$ cat src/rtl/cc_pkg.sv
package cc_pkg;
  localparam int unsigned FLAG_W = 4;
  localparam int unsigned SEL_W  = 4;
  localparam int unsigned OP_W   = 3;

  typedef struct packed {
    logic n;
    logic z;
    logic c;
    logic v;
  } flags_t;

  typedef enum logic [SEL_W-2:0] {
    PAIR_ALW = 3'd0,
    PAIR_EQ  = 3'd1,
    PAIR_GT  = 3'd2,
    PAIR_GE  = 3'd3,
    PAIR_HI  = 3'd4,
    PAIR_CC  = 3'd5,
    PAIR_PL  = 3'd6,
    PAIR_VC  = 3'd7
  } cond_pair_e;

  typedef enum logic [OP_W-2:0] {
    CMP_EQ  = 2'd0,
    CMP_LT  = 2'd1,
    CMP_LTU = 2'd2,
    CMP_RSV = 2'd3
  } cmp_pair_e;
endpackage

$ cat src/rtl/cc_flag_reg.sv
module cc_flag_reg
  import cc_pkg::*;
(
  input  logic   clk_i,
  input  logic   rst_ni,
  input  logic   set_flags_i,
  input  flags_t flags_i,
  input  logic   set_carry_i,
  input  logic   carry_i,
  output flags_t flags_q_o
);
  flags_t flags_q, flags_d;

  always_comb begin
    flags_d = flags_q;
    if (set_flags_i)      flags_d = flags_i;
    else if (set_carry_i) flags_d.c = carry_i;
  end

  always_ff @(posedge clk_i or negedge rst_ni) begin
    if (!rst_ni) flags_q <= '0;
    else         flags_q <= flags_d;
  end

  assign flags_q_o = flags_q;
endmodule

$ cat src/rtl/cc_cond_eval.sv
module cc_cond_eval
  import cc_pkg::*;
(
  input  flags_t           flags_i,
  input  logic [SEL_W-1:0] cond_i,
  output logic             take_o
);
  cond_pair_e pair;
  logic       base;
  logic       sgn_lt;

  assign pair   = cond_pair_e'(cond_i[SEL_W-1:1]);
  assign sgn_lt = flags_i.n ^ flags_i.v;

  always_comb begin
    unique case (pair)
      PAIR_ALW: base = 1'b1;
      PAIR_EQ:  base = flags_i.z;
      PAIR_GT:  base = ~(flags_i.z | sgn_lt);
      PAIR_GE:  base = ~sgn_lt;
      PAIR_HI:  base = ~(flags_i.c | flags_i.z);
      PAIR_CC:  base = ~flags_i.c;
      PAIR_PL:  base = ~flags_i.n;
      PAIR_VC:  base = ~flags_i.v;
      default:  base = 1'b0;
    endcase
  end

  // odd selector inverts its pair
  assign take_o = base ^ cond_i[0];
endmodule

$ cat src/rtl/cc_cmp_eval.sv
module cc_cmp_eval
  import cc_pkg::*;
#(
  parameter int unsigned WIDTH = 32
) (
  input  logic [WIDTH-1:0] opa_i,
  input  logic [WIDTH-1:0] opb_i,
  input  logic [OP_W-1:0]  cmp_op_i,
  output logic             take_o
);
  localparam int unsigned MSB = WIDTH - 1;

  logic [WIDTH:0] diff;
  logic           borrow, zero, ovf, neg, base, valid;
  cmp_pair_e      pair;

  assign diff   = {1'b0, opa_i} - {1'b0, opb_i};
  assign borrow = diff[WIDTH];
  assign zero   = (diff[MSB:0] == '0);
  assign neg    = diff[MSB];
  assign ovf    = (opa_i[MSB] ^ opb_i[MSB]) & (opa_i[MSB] ^ diff[MSB]);
  assign pair   = cmp_pair_e'(cmp_op_i[OP_W-1:1]);

  always_comb begin
    valid = 1'b1;
    unique case (pair)
      CMP_EQ:  base = zero;
      CMP_LT:  base = neg ^ ovf;
      CMP_LTU: base = borrow;
      default: begin
        base  = 1'b0;
        valid = 1'b0;
      end
    endcase
  end

  assign take_o = valid & (base ^ cmp_op_i[0]);
endmodule

$ cat src/rtl/cc_branch_unit.sv
module cc_branch_unit
  import cc_pkg::*;
#(
  parameter int unsigned WIDTH = 32
) (
  input  logic              clk_i,
  input  logic              rst_ni,
  input  logic              set_flags_i,
  input  logic [3:0]        flags_i,
  input  logic              set_carry_i,
  input  logic              carry_i,
  input  logic              cmp_mode_i,
  input  logic [3:0]        cond_i,
  input  logic [2:0]        cmp_op_i,
  input  logic [WIDTH-1:0]  opa_i,
  input  logic [WIDTH-1:0]  opb_i,
  output logic              take_o,
  output logic [3:0]        flags_o
);
  flags_t flags_q;
  logic   cond_take, cmp_take;

  cc_flag_reg u_flags (
    .clk_i       (clk_i),
    .rst_ni      (rst_ni),
    .set_flags_i (set_flags_i),
    .flags_i     (flags_t'(flags_i)),
    .set_carry_i (set_carry_i),
    .carry_i     (carry_i),
    .flags_q_o   (flags_q)
  );

  cc_cond_eval u_cond (
    .flags_i (flags_q),
    .cond_i  (cond_i),
    .take_o  (cond_take)
  );

  cc_cmp_eval #(.WIDTH(WIDTH)) u_cmp (
    .opa_i    (opa_i),
    .opb_i    (opb_i),
    .cmp_op_i (cmp_op_i),
    .take_o   (cmp_take)
  );

  assign take_o  = cmp_mode_i ? cmp_take : cond_take;
  assign flags_o = flags_q;
endmodule

$ cat config.mk
export PLATFORM = sky130hd
export DESIGN_NAME = cc_branch_unit
export DESIGN_NICKNAME = d
export VERILOG_FILES = /design/src/rtl/cc_pkg.sv /design/src/rtl/cc_flag_reg.sv /design/src/rtl/cc_cond_eval.sv /design/src/rtl/cc_cmp_eval.sv /design/src/rtl/cc_branch_unit.sv
export SDC_FILE = /design/constraint.sdc
export NUM_CORES = 1
export LEC_CHECK = 0
export ABC_AREA = 1
export CORE_ASPECT_RATIO = 0.9
export CORE_MARGIN = 2
export CORE_UTILIZATION = 35
export CTS_BUF_LIST = sky130_fd_sc_hd__clkbuf_8
export CTS_CLUSTER_DIAMETER = 80
export DETAILED_ROUTE_END_ITERATION = 6
export PLACE_DENSITY = 0.58
export SLEW_MARGIN = 0
export SYNTH_ARGS = -nofsm -noshare
export SYNTH_HDL_FRONTEND = slang
export SYNTH_SLANG_ARGS = --single-unit
$ cat constraint.sdc
create_clock -name clk_i -period 7.47 [get_ports clk_i]
set_clock_uncertainty 0.2 [all_clocks]
set_input_delay 1.8675 -clock clk_i [delete_from_list [all_inputs] [get_ports clk_i]]
set_output_delay 1.8675 -clock clk_i [all_outputs]
set_load 0.005 [all_outputs]
==> reports/metrics.csv, run 1 <==
metric;value;unit
crit end category;primary output;
Synth Flop Type;dfrtp_1;
CTS clk-pin slew, worst paths;0.03;ns
Die Ht;90.7;um
EDFF count, synth;0;
first-pass GRT wire length;15300;um
largest net degree at the start of global routing;9;
final WL;10100;um
Worst-Margin Slew;0.454;ns
overall power;0.444;mW
Residual DRC;0;
max-slew violations;0;
row cnt;31;
Layout area overhead;80.5;%
Starting Density;36.2;%
Hold WS;0.393;ns
Req. time, crit path;5.40;ns
slowest cell delay on critical path;0.50;ns
max_slew headroom;69.5;%
Mean Syn Cell Area;4.92;um2
Hold Buf Count CTS;0;
Worst Setup Start Kind;primary input;
via count;3970;
Leak;3.30;nW
Yosys reg bits;4;
CTS tree;done;
total die area;9090;um2
post-layout min period;7.11;ns
slowest stage cell on the critical path;fa_1;
fraction of registers with async set/reset;100;%
arrival time at the worst endpoint;5.04;ns
Final #Nets;889;
Die Span X;100;um
routability cong.;0.867;
period utilisation layout;95.2;%
dpl hpwl;8060;um
Tot GR Track Use;20.0;%
fillers;743;
post-route ant nets;0;
Post-Synthesis Cells;594;
Worst-Skew Late Latency;0.21;ns
Port Buffer Count;85;
initial antenna violation count;0;
Unique masters post-synth;34;
Peak Freq;141;MHz
layout cells sized above 1;29.0;%
crit path max fanout;3;
first drt pass iteration count;4;
number of clock sinks;4;
I/O pin total;86;
final core utilization;65.3;%
Fin. Hold Viols;0;
cts bufs inserted;3;
max reg flops;4;
final setup fails;0;
Synth Net Count;709;
area of the core;8070;um2
# diodes;0;
CTS root buffer;clkbuf_8;
total grt overflow;0;
# H-tree levels;1;
Synth Cell Area;2920;um2
drt first-iter violations;137;
CTS max path bufs;2;
wire per inst;11.6;um
DR vias/cell;4.56;
post-synthesis sequential area ratio;3.43;%
number of global-route vias before repair;3557;
Ys Warns;0;
Critical Path Most Common Cell;nand2_1;
critical path class;in -> out;
max-cap check violation count;0;
HP Class;reg -> reg;
VDD IR max;0.109;mV
Power Density;84.2;nW/um2
status;finished, final reports clean;
==> cell usage in the layout (no fill, tap or decap), drive strengths merged, types with 2 or more instances in the layout <==
master / count
or2: 3
dlymetal6s2s: 57
inv: 147
nand4: 9
and2: 2
ha: 32
buf: 91
xnor2: 4
a21oi: 30
nand2: 230
nand3: 42
nor2: 62
o21ai: 7
fa: 2
clkdlybuf4s50: 26
clkbuf: 4
nor3: 6
dfrtp: 4
o21bai: 3
==> logic make-up (layout without fill, tap and decap cells) <==
logic type,Yosys count,in the layout,share of synthesized area (%)
buf+inv,147,325,18.9
compound gates,47,47,9.25
simple gates,358,358,52.1
flops,4,4,3.43
fa+ha+maj,34,34,15.1
xor+xnor,4,4,1.20
==> where the power goes <==
| part | internal (mW) | switching, mW |
|---|---|---|
| registers | 0.0238 | 0.00153 |
| logic | 0.186 | 0.187 |
| clock network | 0.0343 | 0.0108 |
| total | 0.245 | 0.199 |
==> final timing paths <==
path                                             end  slack (ns)  cells past startpoint                 start
worst max-delay path                          take_o        0.36                     29              opa_i[4]
worst min-delay path            u_flags.flags_q_o[2]        0.39                      2  u_flags.flags_q_o[2]
worst max register to register  u_flags.flags_q_o[1]        6.54                      2  u_flags.flags_q_o[1]
worst min register to register  u_flags.flags_q_o[2]        0.39                      2  u_flags.flags_q_o[2]
max in group asynchronous       u_flags.flags_q_o[3]        5.25                      1                rst_ni
min in group asynchronous       u_flags.flags_q_o[1]        1.65                      1                rst_ni
==> what timing repair did <==
| item | CTS | global route |
|---|---|---|
| buffers inserted | 9 | 10 |
| pin swaps | 11 | 52 |
| setup endpoints to repair | 1 | 1 |
| gates resized for setup | 24 | 156 |
==> synth_stat cells, types with 4 or more instances <==
library cell	number	area [um2]
dfrtp_1	4	100
nand2_2	11	68.8
o21ai_0	7	35.0
nor3_1	4	20.0
nand4_1	9	56.3
nand3_1	39	195
nor2_1	59	221
ha_1	32	400
inv_1	144	541
xnor2_1	4	35.0
a21oi_1	28	140
nand2_1	218	818
==> layout make-up <==
type,count,area [um2],share of cell area (%)
inverter,147,552,10.5
multi-input combinational,443,2790,52.9
timing repair buffer,175,1660,31.6
sequential,4,100,1.90
clock buffer,3,41.3,0.783
tap,99,124,2.35
==> critical path, delay by kind of cell <==
kind | cells | cell delay, ns
AO/OA/AOI/OAI | 3 | 0.35
AND/OR/NAND/NOR | 21 | 1.72
buffers and inverters | 3 | 0.33
adder cells (fa/ha/maj) | 2 | 0.79
==> stage by stage <==
stage / setup TNS, ns / setup WS, ns / cells / area, um2
after floorplan: 0 / 0.800 / 594 / 2920
after global placement: -0.351 / -0.351 / 849 / 4430
after detailed placement: -0.437 / -0.437 / 849 / 4430
after CTS: 0 / 0.00253 / 861 / 4670
after global routing: -0.00174 / -0.00174 / 871 / 5270
final: 0 / 0.361 / 871 / 5270
==> metal layers <==
layer,track usage (%),wire [um],vias to the layer above
met5,0,0,-
li1,-,-,2157
met1,29.0,5030,1718
met3,1.39,427,6
met2,33.2,4600,89
met4,2.40,53,0
Note: power is estimated with default switching activity, not from simulation.
==> run 2: changes to the inputs <==
- ABC_CLOCK_PERIOD_IN_PS: unset -> 7600
- clock period: 7.47 -> 7.6 ns (I/O delays scaled with it)
==> run 2 against run 1 <==
  * Via count down 1.1%
  * Largest cell class unchanged
  * Core utilization down 5.6 points
  * Wire length down 5.1%
  * Worst setup slack worse by 0.24 ns
  * Critical path type unchanged
  * Sequential share of layout area up 0.18 points
  * Non-clock buffer count up 4
  * Clock-buffer cell count unchanged
  * Hold slack worse by 0.021 ns
  * First-iteration DRC count down 3.6%
  * Sequential power down 2%
==> reports/metrics.csv, run 2 (same netlist as run 1, synthesis figures left out) <==
metric;value;unit;change
Tot GR Track Use;20.8;%;+0.80 points
Final #Nets;893;;+0.45%
max_slew headroom;65.4;%;-4.1 points
final worst setup slack;0.121;ns;-0.241 ns
via count;3927;;-1.1%
area of the core;8070;um2;unchanged
total grt overflow;0;;unchanged
reg2reg setup slack;6.67;ns;+0.13 ns
Worst-Skew Late Latency;0.21;ns;about the same
status;finished, final reports clean;;
largest net degree at the start of global routing;9;;unchanged
fillers;837;;+13%
Starting Density;36.2;%;unchanged
final WL;9600;um;-5.1%
pre-CTS setup slack;-0.350;ns;+0.0868 ns
fin cells;875;;+0.46%
number of clock sinks;4;;unchanged
Die Ht;90.7;um;unchanged
post-layout min period;7.48;ns;
CTS root buffer;clkbuf_8;;
Residual DRC;0;;unchanged
CTS max path bufs;2;;unchanged
most frequent cells in the layout;nand2_1, inv_1, buf_4;;
Critical Path Most Common Cell;buf_4;;
# diodes;0;;unchanged
DP Cell Count;845;;-0.47%
drt first-iter violations;132;;-3.6%
Fin. Hold Viols;0;;unchanged
I/O pin total;86;;unchanged
final setup fails;0;;unchanged
Worst Hold End;u_flags.flags_q_o[2];;
slowest cell delay on critical path;0.46;ns;-0.04 ns
Power Density;83.6;nW/um2;-0.72%
max reg flops;4;;unchanged
period utilisation layout;98.4;%;
Port Buffer Count;85;;unchanged
critical path class;in -> out;;
number of global-route vias before repair;3672;;+3.2%
first-pass GRT wire length;15800;um;+3.4%
routability cong.;0.856;;-1.3%
Worst R2R End;u_flags.flags_q_o[1];;
reg2reg start;u_flags.flags_q_o[1];;
Worst Reg2Reg Path Length in Cells;2;;unchanged
post-route ant nets;0;;unchanged
crit end category;primary output;;
max-slew violations;0;;unchanged
RSZ-0062 raised after global routing;true;;
# H-tree levels;1;;unchanged
layout cells sized above 1;20.1;%;-8.9 points
VDD IR max;0.100;mV;-8.0%
total die area;9090;um2;unchanged
Req. time, crit path;5.50;ns;+0.10 ns
HP Class;reg -> reg;;
crit path max fanout;3;;unchanged
cts bufs inserted;3;;unchanged
Hold Crit Start;u_flags.flags_q_o[2];;
CTS tree;done;;
row cnt;31;;unchanged
slowest stage cell on the critical path;clkdlybuf4s50_1;;
Layout area overhead;65.0;%;
wire per inst;11.0;um;-5.6%
arrival time at the worst endpoint;5.38;ns;+0.34 ns
Worst Setup Start Kind;primary input;;
commonest non-fill, non-tap cell in the layout;nand2_1;;
CTS clk-pin slew, worst paths;0.03;ns;about the same
Worst-Margin Slew;0.514;ns;+0.0604 ns
first drt pass iteration count;4;;unchanged
DR vias/cell;4.49;;-1.5%
Leak;2.76;nW;-16%
Die Span X;100;um;unchanged
max-cap check violation count;0;;unchanged
hold depth;2;;unchanged
dpl hpwl;8140;um;+0.94%
final core utilization;59.7;%;-5.6 points
initial antenna violation count;0;;unchanged
Peak Freq;134;MHz;
## run 2: cell count changes in the layout (fill, tap and decap cells not counted), moves of 3 or more
cell / delta
clkdlybuf4s50_1: +58
dlymetal6s2s_1: -57
inv_1: +32
inv_2: -32
ha_1: +19
ha_4: -18
nand2_1: +18
nand2_2: -9
nand2_4: -9
buf_4: +5
a21oi_1: +3
## run 2: through the flow
| step | instance area, um2 | TNS [ns] | hold WS (ns) | power, mW |
|---|---|---|---|---|
| 2_1_floorplan | 2920 | 0 | 0.354 | 0.194 |
| 3_3_place_gp | 4400 | -0.286 | 0.358 | 0.330 |
| 3_5_place_dp | 4400 | -0.350 | 0.375 | 0.331 |
| 4_1_cts | 4760 | 0 | 0.379 | 0.396 |
| 5_1_grt | 4820 | -0.174 | 0.429 | 0.447 |
| 6_report | 4820 | 0 | 0.373 | 0.403 |
## run 2: final cells by class
type | count | area, um2 | share of cell area (%)
multi-input cells | 443 | 2450 | 50.8
clock buffers | 3 | 41.3 | 0.857
well taps | 99 | 124 | 2.57
inverters | 147 | 552 | 11.5
repair buffers | 179 | 1550 | 32.2
flip-flops and latches | 4 | 100 | 2.08
## run 2: critical path: cells and delay by family
| family | cells | cell delay [ns] |
|---|---|---|
| compound gates | 1 | 0.13 |
| fa+ha+maj | 1 | 0.29 |
| buf+inv | 14 | 1.90 |
| simple gates | 13 | 1.16 |
## run 2: routing by layer
| metal | GRT usage [%] | up-vias | routed length, um |
|---|---|---|---|
| li1 | - | 2163 | - |
| met1 | 29.6 | 1664 | 4890 |
| met2 | 34.8 | 91 | 4180 |
| met3 | 0.851 | 9 | 433 |
| met4 | 4.22 | 0 | 91 |
| met5 | 0 | - | 0 |
## run 2: where the power goes
group | total, mW | internal (mW) | switching, mW
combinational | 0.334 | 0.167 | 0.168
clock | 0.0436 | 0.0337 | 0.00989
sequential | 0.0249 | 0.0234 | 0.00149
## run 2: worst max path at each step
stage	to	start	cells after the start	slack, ns
2_1_floorplan	take_o	opb_i[11]	28	0.87
3_3_place_gp	take_o	opb_i[4]	29	-0.29
3_5_place_dp	take_o	opb_i[4]	29	-0.35
4_1_cts	take_o	opb_i[22]	30	0.03
5_1_grt	take_o	opb_i[11]	30	-0.17
6_report	take_o	opb_i[11]	29	0.12
## run 2: repair_timing
item	CTS	global route
resized for setup	16	19
pin swaps	9	5
setup endpoints to repair	1	1
hold endpoints to repair	0	0
setup buffers	27	0
hold buffers	0	0
==> run 3: changes to the inputs <==
- TNS_END_PERCENT: unset -> 50
==> results of run 3 <==
Final layout, timing and power as in run 2 (identical DEF).
